--- config.mk ---
export PLATFORM = sky130hd
export DESIGN_NAME = crc_unit
export DESIGN_NICKNAME = d
export VERILOG_FILES = /design/src/rtl/crc_unit_pkg.sv /design/src/rtl/crc_in_reorder.sv /design/src/rtl/crc_fold.sv /design/src/rtl/crc_out_mirror.sv /design/src/rtl/crc_unit.sv
export SDC_FILE = /design/constraint.sdc
export NUM_CORES = 2
export LEC_CHECK = 0
export ABC_CLOCK_PERIOD_IN_PS = 55000
export BUFFER_PORTS_ARGS = -buffer_cell sky130_fd_sc_hd__buf_2
export CAP_MARGIN = 40
export CORE_UTILIZATION = 40
export CTS_CLUSTER_SIZE = 16
export DETAILED_ROUTE_END_ITERATION = 10
export SLEW_MARGIN = 0
export SYNTH_ARGS = -nofsm -noshare
export SYNTH_HDL_FRONTEND = slang
export SYNTH_HIERARCHICAL = 1
export SYNTH_SLANG_ARGS = --single-unit
--- constraint.sdc ---
create_clock -name clk -period 55 [get_ports clk]
set_input_delay 2.75 -clock clk [delete_from_list [all_inputs] [get_ports clk]]
set_output_delay 2.75 -clock clk [all_outputs]
set_load 0.02 [all_outputs]
--- src/rtl/crc_unit_pkg.sv ---
package crc_unit_pkg;
   typedef enum logic [1:0] {SZ_32 = 2'd0, SZ_16 = 2'd1, SZ_8 = 2'd2, SZ_7 = 2'd3} crc_size_e;
   typedef enum logic [1:0] {RV_NONE = 2'd0, RV_BYTE = 2'd1, RV_HALF = 2'd2, RV_WORD = 2'd3} crc_rev_e;
   typedef enum logic [1:0] {WD_NONE = 2'd0, WD_8 = 2'd1, WD_16 = 2'd2, WD_32 = 2'd3} crc_width_e;

   function automatic logic [31:0] size_mask(input crc_size_e sz);
      case (sz)
         SZ_16:   size_mask = 32'h0000_FFFF;
         SZ_8:    size_mask = 32'h0000_00FF;
         SZ_7:    size_mask = 32'h0000_007F;
         default: size_mask = 32'hFFFF_FFFF;
      endcase
   endfunction

   function automatic logic [4:0] size_top(input crc_size_e sz);
      case (sz)
         SZ_16:   size_top = 5'd15;
         SZ_8:    size_top = 5'd7;
         SZ_7:    size_top = 5'd6;
         default: size_top = 5'd31;
      endcase
   endfunction
endpackage

--- src/rtl/crc_in_reorder.sv ---
module crc_in_reorder
   import crc_unit_pkg::*;
#(
   parameter int DATA_W = 32
) (
   input  crc_rev_e          mode,
   input  crc_width_e        width,
   input  logic [DATA_W-1:0] din,
   output logic [DATA_W-1:0] dout
);
   localparam int BYTES = DATA_W / 8;
   localparam int HALVES = DATA_W / 16;

   if (DATA_W != 32) begin : g_bad_width
      $error("crc_in_reorder supports DATA_W of 32 only");
   end

   logic [DATA_W-1:0] rev_b, rev_h, rev_w;
   logic [1:0]        unit;

   for (genvar i = 0; i < DATA_W; i++) begin : g_bit
      assign rev_b[(i/8)*8 + 7 - (i%8)]    = din[i];
      assign rev_h[(i/16)*16 + 15 - (i%16)] = din[i];
      assign rev_w[DATA_W-1-i]              = din[i];
   end

   // smaller of mode unit and write width
   assign unit = (mode < width) ? mode : width;

   always_comb begin
      case (unit)
         2'd1:    dout = rev_b;
         2'd2:    dout = rev_h;
         2'd3:    dout = rev_w;
         default: dout = din;
      endcase
   end

   initial begin
      if (BYTES != 2 * HALVES) $error("crc_in_reorder lane count mismatch");
   end
endmodule

--- src/rtl/crc_fold.sv ---
module crc_fold
   import crc_unit_pkg::*;
#(
   parameter int DATA_W = 32
) (
   input  logic [DATA_W-1:0] rem_in,
   input  logic [DATA_W-1:0] poly,
   input  crc_size_e         size,
   input  crc_width_e        width,
   input  logic [DATA_W-1:0] din,
   output logic [DATA_W-1:0] rem_out
);
   localparam int STEPS = DATA_W;

   if (DATA_W != 32) begin : g_bad_width
      $error("crc_fold supports DATA_W of 32 only");
   end

   logic [DATA_W-1:0] mask, pmask, aligned;
   logic [4:0]        top;
   logic [5:0]        nbits;
   logic [DATA_W-1:0] stage [STEPS+1];

   assign mask  = size_mask(size);
   assign pmask = poly & mask;
   assign top   = size_top(size);

   always_comb begin
      case (width)
         WD_8:    begin nbits = 6'd8;  aligned = {din[7:0], 24'h0};  end
         WD_16:   begin nbits = 6'd16; aligned = {din[15:0], 16'h0}; end
         WD_32:   begin nbits = 6'd32; aligned = din;                end
         default: begin nbits = 6'd0;  aligned = '0;                 end
      endcase
   end

   assign stage[0] = rem_in & mask;

   for (genvar i = 0; i < STEPS; i++) begin : g_step
      logic fb;
      logic [DATA_W-1:0] shifted;
      assign fb      = stage[i][top] ^ aligned[DATA_W-1-i];
      assign shifted = (stage[i] << 1) & mask;
      assign stage[i+1] = (i < int'(nbits)) ? (fb ? (shifted ^ pmask) : shifted) : stage[i];
   end

   assign rem_out = stage[STEPS];
endmodule

--- src/rtl/crc_out_mirror.sv ---
module crc_out_mirror
   import crc_unit_pkg::*;
#(
   parameter int DATA_W = 32
) (
   input  logic              enable,
   input  crc_size_e         size,
   input  logic [DATA_W-1:0] rem,
   output logic [DATA_W-1:0] dout
);
   logic [DATA_W-1:0] masked, full_rev, shifted;
   logic [5:0]        drop;

   assign masked = rem & size_mask(size);

   for (genvar i = 0; i < DATA_W; i++) begin : g_rev
      assign full_rev[DATA_W-1-i] = masked[i];
   end

   assign drop    = 6'd31 - {1'b0, size_top(size)};
   assign shifted = full_rev >> drop;
   assign dout    = enable ? shifted : masked;
endmodule

--- src/rtl/crc_unit.sv ---
module crc_unit
   import crc_unit_pkg::*;
#(
   parameter int          ADDR_W   = 8,
   parameter logic [31:0] RST_INIT = 32'hFFFF_FFFF,
   parameter logic [31:0] RST_POLY = 32'h04C1_1DB7
) (
   input  logic              clk,
   input  logic              rst_n,
   input  logic [ADDR_W-1:0] bus_addr,
   input  logic              bus_wr,
   input  logic [3:0]        bus_be,
   input  logic [31:0]       bus_wdata,
   output logic [31:0]       bus_rdata
);
   localparam int DATA_W = 32;
   localparam int LANES  = DATA_W / 8;
   localparam logic [ADDR_W-1:0] OFS_DATA = ADDR_W'(8'h00);
   localparam logic [ADDR_W-1:0] OFS_SCR  = ADDR_W'(8'h04);
   localparam logic [ADDR_W-1:0] OFS_CTRL = ADDR_W'(8'h08);
   localparam logic [ADDR_W-1:0] OFS_INIT = ADDR_W'(8'h10);
   localparam logic [ADDR_W-1:0] OFS_POLY = ADDR_W'(8'h14);

   if (ADDR_W < 5) begin : g_bad_addr
      $error("crc_unit needs ADDR_W of at least 5");
   end

   logic [DATA_W-1:0] rem_q, init_q, poly_q, rem_next, din_ord, rd_rem;
   logic [7:0]        scr_q;
   crc_size_e         size_q;
   crc_rev_e          revi_q;
   logic              revo_q;
   crc_width_e        width;
   logic              wr_data, wr_scr, wr_ctrl, wr_init, wr_poly, reload;

   assign wr_data = bus_wr && (bus_addr == OFS_DATA);
   assign wr_scr  = bus_wr && (bus_addr == OFS_SCR) && bus_be[0];
   assign wr_ctrl = bus_wr && (bus_addr == OFS_CTRL) && bus_be[0];
   assign wr_init = bus_wr && (bus_addr == OFS_INIT);
   assign wr_poly = bus_wr && (bus_addr == OFS_POLY);
   assign reload  = wr_ctrl && bus_wdata[0];

   always_comb begin
      case (bus_be)
         4'b1111: width = WD_32;
         4'b0011: width = WD_16;
         4'b0001: width = WD_8;
         default: width = WD_NONE;
      endcase
   end

   crc_in_reorder #(.DATA_W(DATA_W)) u_reorder (
      .mode  (revi_q),
      .width (width),
      .din   (bus_wdata),
      .dout  (din_ord)
   );

   crc_fold #(.DATA_W(DATA_W)) u_fold (
      .rem_in  (rem_q),
      .poly    (poly_q),
      .size    (size_q),
      .width   (width),
      .din     (din_ord),
      .rem_out (rem_next)
   );

   crc_out_mirror #(.DATA_W(DATA_W)) u_mirror (
      .enable (revo_q),
      .size   (size_q),
      .rem    (rem_q),
      .dout   (rd_rem)
   );

   always_ff @(posedge clk or negedge rst_n) begin
      if (!rst_n) begin
         rem_q  <= RST_INIT;
         scr_q  <= '0;
         size_q <= SZ_32;
         revi_q <= RV_NONE;
         revo_q <= 1'b0;
      end else begin
         if (reload)
            rem_q <= init_q;
         else if (wr_data && width != WD_NONE)
            rem_q <= rem_next;
         if (wr_scr)
            scr_q <= bus_wdata[7:0];
         if (wr_ctrl) begin
            size_q <= crc_size_e'(bus_wdata[4:3]);
            revi_q <= crc_rev_e'(bus_wdata[6:5]);
            revo_q <= bus_wdata[7];
         end
      end
   end

   for (genvar b = 0; b < LANES; b++) begin : g_lane
      always_ff @(posedge clk or negedge rst_n) begin
         if (!rst_n) begin
            init_q[8*b +: 8] <= RST_INIT[8*b +: 8];
            poly_q[8*b +: 8] <= RST_POLY[8*b +: 8];
         end else begin
            if (wr_init && bus_be[b]) init_q[8*b +: 8] <= bus_wdata[8*b +: 8];
            if (wr_poly && bus_be[b]) poly_q[8*b +: 8] <= bus_wdata[8*b +: 8];
         end
      end
   end

   always_comb begin
      case (bus_addr)
         OFS_DATA: bus_rdata = rd_rem;
         OFS_SCR:  bus_rdata = {24'h0, scr_q};
         OFS_CTRL: bus_rdata = {24'h0, revo_q, revi_q, size_q, 3'b000};
         OFS_INIT: bus_rdata = init_q;
         OFS_POLY: bus_rdata = poly_q;
         default:  bus_rdata = '0;
      endcase
   end

   p_reload_r2: assert property (@(posedge clk) disable iff (!rst_n)
      (bus_wr && bus_addr == OFS_CTRL && bus_be[0] && bus_wdata[0]) |=> (rem_q == $past(init_q)));

   p_bad_strobe_r5: assert property (@(posedge clk) disable iff (!rst_n)
      (bus_wr && bus_addr == OFS_DATA && bus_be != 4'hF && bus_be != 4'h3 && bus_be != 4'h1)
      |=> $stable(rem_q));

   // anything other than a data write or reload keeps the remainder
   p_rem_hold_r9: assert property (@(posedge clk) disable iff (!rst_n)
      (!(bus_wr && bus_addr == OFS_DATA) && !(bus_wr && bus_addr == OFS_CTRL && bus_be[0]))
      |=> $stable(rem_q));

   p_scr_keep_r9: assert property (@(posedge clk) disable iff (!rst_n)
      !(bus_wr && bus_addr == OFS_SCR && bus_be[0]) |=> $stable(scr_q));

   p_upper_zero_r6: assert property (@(posedge clk) disable iff (!rst_n)
      (bus_addr == OFS_DATA) |-> ((rd_rem & ~size_mask(size_q)) == 32'h0));
endmodule

Word-level counts from Yosys, hierarchy flattened
Cells that the tools add are included.

word-level totals
  flip-flop bits (word level) = 109
  input bits = 47
  word-level logic and storage cells = 322

operators by class
  add/sub/neg operators = 1
  magnitude comparators = 34
  eq/ne operators = 16
  shift operators = 1
  mux-type cells = 139
  bitwise gates (word level) = 98
  reductions and logical operators = 20

operator list
  cell                  count
  $mux W32              67
  $and A32 B32 Y32      34
  $xor A32 B32 Y32      32
  $pmux W32 S3          3
  $bmux W1 S5           32
  $pmux W32 S5          1
  $lt A5 B6 Y1 const A  16
  $lt A4 B6 Y1 const A  8
  $mux W1               32
  $shr A32 B6 Y32       1
  $xor A1 B1 Y1         32
  $lt A3 B6 Y1 const A  4
  $pmux W6 S3           1
  $logic_and A1 B1 Y1   17
  $eq A8 B5 Y1 const B  2
  $pmux W5 S3           1
  $eq A2 B2 Y1 const B  6
  $lt A1 B6 Y1 const A  2
  $lt A2 B6 Y1 const A  2
  $eq A8 B3 Y1 const B  1
  $eq A8 B4 Y1 const B  1
  $logic_not A8 Y1      1
  $eq A2 B1 Y1 const B  3
  $lt A5 B6 Y1 const B  1
  other kinds (8)       9

Longest topological paths before layout
  word-level depth = 167
  gate-level depth with buffers = 143

Modules after synthesis
The synthesis kept the hierarchy.

by module, submodules not included
  module          instances  cells an instance  area an instance (sq um)  seq. area each (sq um)
  crc_fold        1          4,487              26,781.9                  0.0
  crc_unit        1          459                5,372.7                   2,825.2
  crc_out_mirror  1          110                852.1                     0.0
  crc_in_reorder  1          45                 822.0                     0.0

Least setup slack after synthesis
No wires, ideal clock.

  path kind = input to register
  start point = input port bus_be[3]
  end point = register rem_q[19]
  arrival time = 35,034 ps
  path slack = 19,873 ps
  stages = 132
  buffers on the path = 9
  cells stage by stage = xnor2_1 > and3_1 > inv_1 > ha_1 > nor2_1 > o22ai_1 > buf_4 > mux4_2 > clkbuf_1 > mux2_2 > a21oi_4 > xnor2_4 > mux2_2 > and3_1 > o2111ai_1 > mux2_2 > or2_1 > or3_1 > [... 96 more ...] > mux2i_4 > o21a_1 > mux2i_1 > a2111oi_2 > a211oi_1 > or3_1 > a31oi_2 > a21o_1 > nand2_1 > o2111a_1 > a311oi_4 > o311ai_4 > xnor2_2 > buf_4 > or3_1 > a31o_1 > mux2i_1 > a21oi_1

between the ends
  cells in the longest elaborated chain, start to end = 167
  elaborated cells between the ends (all ways) = 272
  classes of those cells = 33 x order compare; 9 x eq/ne; 133 x mux; 94 x bitwise; 3 x reduce/logical

ends and longest elaborated chain
  element                                       RTL line              text
  start: declaration                            crc_unit.sv:12        input logic [3:0] bus_be,
  $eq A4 B1 Y1 (tied with other cells)          crc_unit.sv:44        case (bus_be)
  $pmux W2 S3 *                                 crc_unit.sv:44
  via width[1]                                  crc_unit.sv:33        crc_width_e width;
  $lt A2 B2 Y1                                  crc_in_reorder.sv:28  assign unit = (mode < width) ? mode : width;
  $mux W2 *                                     crc_in_reorder.sv:28
  $eq A2 B2 Y1 or $eq A2 B1 Y1 (tied branches)  crc_in_reorder.sv:31  case (unit)
  $pmux W32 S3 *                                crc_in_reorder.sv:31
  via din_ord[7]                                crc_unit.sv:28        logic [DATA_W-1:0] rem_q, init_q, poly_q, rem_next, din_ord, rd_rem;
  [... 154 more ...]                            n/a
  $bmux W1 S5                                   crc_fold.sv:42        assign fb = stage[i][top] ^ aligned[DATA_W-1-i];
  $mux W1 (implied by the code)                 crc_fold.sv:42
  $xor A1 B1 Y1                                 crc_fold.sv:42
  $mux W32                                      crc_fold.sv:44        assign stage[i+1] = (i < int'(nbits)) ? (fb ? (shifted ^ pmask) : shifted) : stage[i];
  $mux W32 *                                    crc_fold.sv:44
  via rem_next[19]                              crc_unit.sv:28
  $mux W32 *                                    crc_unit.sv:85        else if (wr_data && width != WD_NONE)
  $mux W32 *                                    crc_unit.sv:83        if (reload)
  end signal: assignment                        crc_unit.sv:84        rem_q <= init_q;
  end signal: assignment                        crc_unit.sv:86        rem_q <= rem_next;
  end: declaration                              crc_unit.sv:28

The timed path passes the listed nets; every way through them passes the cells marked *. The select of a mux whose other input is x is not followed.
A chain may end at the register's enable or synchronous reset.

Worst setup path in the final report
  start point = input port bus_be[3]
  end point = register rem_q[31]

between the ends
  cells in the longest elaborated chain, start to end = 167
  elaborated cells between the ends (all ways) = 272
  classes of those cells = 33 x order compare; 9 x eq/ne; 133 x mux; 94 x bitwise; 3 x reduce/logical

ends and longest elaborated chain
  element                                       RTL line
  $eq A4 B1 Y1 (tied with other cells)          crc_unit.sv:44
  $pmux W2 S3 *                                 crc_unit.sv:44
  via width[1]                                  crc_unit.sv:33
  $lt A2 B2 Y1                                  crc_in_reorder.sv:28
  $mux W2 *                                     crc_in_reorder.sv:28
  $eq A2 B2 Y1 or $eq A2 B1 Y1 (tied branches)  crc_in_reorder.sv:31
  $pmux W32 S3 *                                crc_in_reorder.sv:31
  via din_ord[15]                               crc_unit.sv:28
  [... 154 more ...]                            n/a
  $bmux W1 S5                                   crc_fold.sv:42
  $mux W1 (implied by the code)                 crc_fold.sv:42
  $xor A1 B1 Y1                                 crc_fold.sv:42
  $mux W32                                      crc_fold.sv:44
  $mux W32 *                                    crc_fold.sv:44
  via rem_next[31]                              crc_unit.sv:28
  $mux W32 *                                    crc_unit.sv:85
  $mux W32 *                                    crc_unit.sv:83

Marks and branches as above.

==> results.cfg <==
[run_status]
outcome = finished, final reports clean

[critical_path]
crit_family = compound AO/OA/AOI/OAI gates
cp-end-kind = register
path_buf_inv = 11
critPathLaunchType = input pin
slowest_stage = a311oi_1
arrival_ns = 44.57
path_max_fanout = 35
setup.worst_path.class = in -> reg
critPathRequiredTime_ns = 55.33
crit_top_cell = mux2i_1
critPathMaxStageDelay_ns = 0.84

[timing]
fmax_mhz = 22.60
fin_crit_sh = 0.8045
fin_tns_setup_ns = 0
fin_skew_ns = 0.02295
fin_crit_ns = 44.25
slew_headroom = 0.2826
tightest_slew_ns = 1.076
rsz0062_at_grt = false
setup_viol = 0
hold_viol = 0
finalMaxSlewViolations = 0

[placement]
dp_cells = 6078
port_buffers = 78
dp_hpwl_um = 143100
routabilityCongestion = 1.140

[route]
first_pass_iters = 8
drtIter0Drc = 6951
wl_per_cell_um = 31.66
vias = 41480
drc = 0
routed_wl_um = 193300
final_antenna_net_count = 0
routed_via_density = 6.795

[pwr]
power.total_uw = 428.4
leakagePower_uw = 0.01158
power_per_cell_area_nw_per_um2 = 11.97
peakVddDrop_v = 0.00002228

[logic_synthesis]
syn_inst = 5101
netlist.top_cell.by_area = xnor2_1
syn_avg_cell_area_sq_um = 6.632
synth_flop_cell = dfstp_2
muxShareOfSynthArea = 0.1073
synthDistinctLibCells = 136
synth_compound_area_frac = 0.2342
synth_top_family_by_area = simple AND/OR/NAND/NOR gates
syn_area_sq_um = 33830
syn_nets = 5150
synthAdderAreaFrac = 0.0007397
synth.yosys.seq_area_share = 0.08352
synth-edff-count = 0
synth_simple_gate_area_share = 0.3029
ys_ff_latch = 109
yosys_warnings = 6
yosysTopAreaCellShare = 0.1727
synthTopCellsByArea = xnor2_1, nand2_1, nor2_1, dfstp_2, a21oi_1
synth-xor-area-share = 0.2138
synthArstFlopShare = 1.000

[cts]
htree_num_levels = 3
clk_pin_slew_ns = 0.09
cts_resized = 0
cts_sinks = 109
postCtsHoldBufs = 0
cts_tree = built
post_cts_buffers = 0
cts_buffers = 9
clock_path_buffers = 2
clkLatencyLatePin_ns = 0.41
cts_root_buf = clkbuf_16

[global_route]
grt_antenna_before_repair = 12
grt_pass1_wl_um = 270000
grt-ovfl-total = 0
grt_usage = 0.4315
first_global_vias = 36800
grt_max_degree = 65

[min_path]
hold_class = reg -> reg

[floorplan]
dieArea_sq_um = 85740
core-area_sq_um = 83690
start_util = 0.4042
die_h_um = 292.8
rows = 106
die_w_um = 292.8
io_pins = 79

[finish]
area_delta_synth_final_pct = 5.822
drive_above_1_share = 0.1356
fin_cells = 6105
nets = 5007

[run]
maxCapViolCount = 0
[synthesized netlist by cell type (16+ instances only)]
library cell / number
nand4_1: 56
nand3_1: 116
clkbuf_1: 271
a22oi_1: 40
nand2b_1: 21
a31oi_1: 53
mux2_2: 103
a211oi_1: 44
o21ai_1: 45
dfstp_2: 78
mux4_2: 41
a21o_1: 35
nand2_1: 866
o21a_1: 23
buf_2: 75
a311oi_1: 16
buf_1: 55
xor2_1: 133
nor3_1: 117
o211ai_1: 30
mux2i_1: 133
or3_1: 89
dfrtp_1: 31
a21oi_1: 372
a211o_1: 21
o31ai_1: 24
xnor2_1: 667
o21ai_0: 185
and2_1: 50
and3_1: 78
nor4_1: 27
nor2_1: 696
o2111ai_1: 20
inv_1: 41
[kinds of logic (layout without fill, tap and decap cells)]
family / count (synthesis) / count (layout)
XOR/XNOR: 812 / 812
multiplexers: 294 / 294
other: 0 / 8
buffers and inverters: 466 / 328
AND/OR/NAND/NOR: 2256 / 2256
AO/OA/AOI/OAI: 1162 / 1162
flip-flops: 109 / 109
adder cells (fa/ha/maj): 2 / 2
[per-stage QoR]
step                      setup slack (ns)  utilization  hold WS (ns)  cell area (sq um)
after floorplan                      19.87            -        0.4805              33830
after global placement               12.36       0.4222        0.4888              35330
after detailed placement             12.10       0.4234        0.4965              35430
after CTS                            12.40       0.4273        0.5143              35760
after global routing                 9.025       0.4275        0.5401              35780
final                                10.75       0.4278        0.5136              35800
[layout make-up]
cell class	instances	area [sq um]
Antenna cell	8	20.02
Clock buffer	9	225.2
Clock inverter	7	101.3
Fill cell	8863	47890
Inverter	49	183.9
Multi-Input combinational cell	4526	29220
Sequential cell	109	2835
Tap cell	1134	1419
Timing Repair Buffer	263	1794
[worst reg2reg max path, delay by kind of cell, from the launching register on]
kind / cells / cell delay [ns]
compound gates: 62 / 19.82
simple gates: 31 / 9.99
mux: 16 / 6.05
buf+inv: 9 / 2.72
xor+xnor: 8 / 1.97
flops: 1 / 0.47
fa+ha+maj: 1 / 0.31
[registers in the layout, indices dropped and copies added (netlist names)]
register,count
init_q,32
scr_q,8
revi_q,2
rem_q,32
size_q,2
revo_q,1
poly_q,32
[where the power goes]
group | switching (uW) | internal [uW] | total [uW] | leakage [uW]
logic | 188 | 72.8 | 261 | 0.0102
clock network | 42.2 | 33.8 | 76.0 | 0.000157
registers | 7.13 | 84.0 | 91.1 | 0.00123
total | 238 | 191 | 428 | 0.0116
[path summary, 6_finish.rpt]
kind | cells past startpoint | slack (ns) | end | startpoint
max reg2reg | 127 | 13.58 | rem_q[31]$_DFFE_PN1P_ | revi_q[1]$_DFFE_PN0P_
min | 1 | 0.51 | scr_q[4]$_DFFE_PN0P_ | scr_q[4]$_DFFE_PN0P_
max | 131 | 10.75 | rem_q[31]$_DFFE_PN1P_ | bus_be[3]
min in group asynchronous | 1 | 2.28 | poly_q[17]$_DFFE_PN0P_ | rst_n
min reg2reg | 1 | 0.51 | scr_q[4]$_DFFE_PN0P_ | scr_q[4]$_DFFE_PN0P_
max in group asynchronous | 3 | 51.42 | size_q[0]$_DFFE_PN0P_ | rst_n
[cell usage in the layout, fill, tap and decap left out, types with 16 or more instances in the layout]
master     count
and2_1        50
mux2_2       103
a22oi_1       40
o21ai_0      185
nor3_1       116
a21oi_1      372
nand2_1      865
and3_1        77
o21ai_1       45
a211oi_1      43
o31ai_1       24
a31oi_1       53
nand4_1       56
xor2_1       132
nand2b_1      21
nand3_1      115
xnor2_1      662
or3_1         89
buf_4        174
a21o_1        35
mux4_2        41
o2111ai_1     19
a211o_1       21
nor4_1        27
mux2i_1      133
dfstp_2       78
inv_1         40
nor2_1       690
a311oi_1      16
o211ai_1      30
buf_2         86
o21a_1        22
dfrtp_1       27
[layer usage]
layer / vias to the layer above / track usage / share of wire
met3: 904 / 0.1524 / 0.15
li1: 17610 / - / -
met5: - / 0 / 0.00034
met1: 19480 / 0.5364 / 0.37
met4: 10 / 0.3139 / 0.089
met2: 3481 / 0.6114 / 0.39
Note: power is estimated with default switching activity, not from simulation.
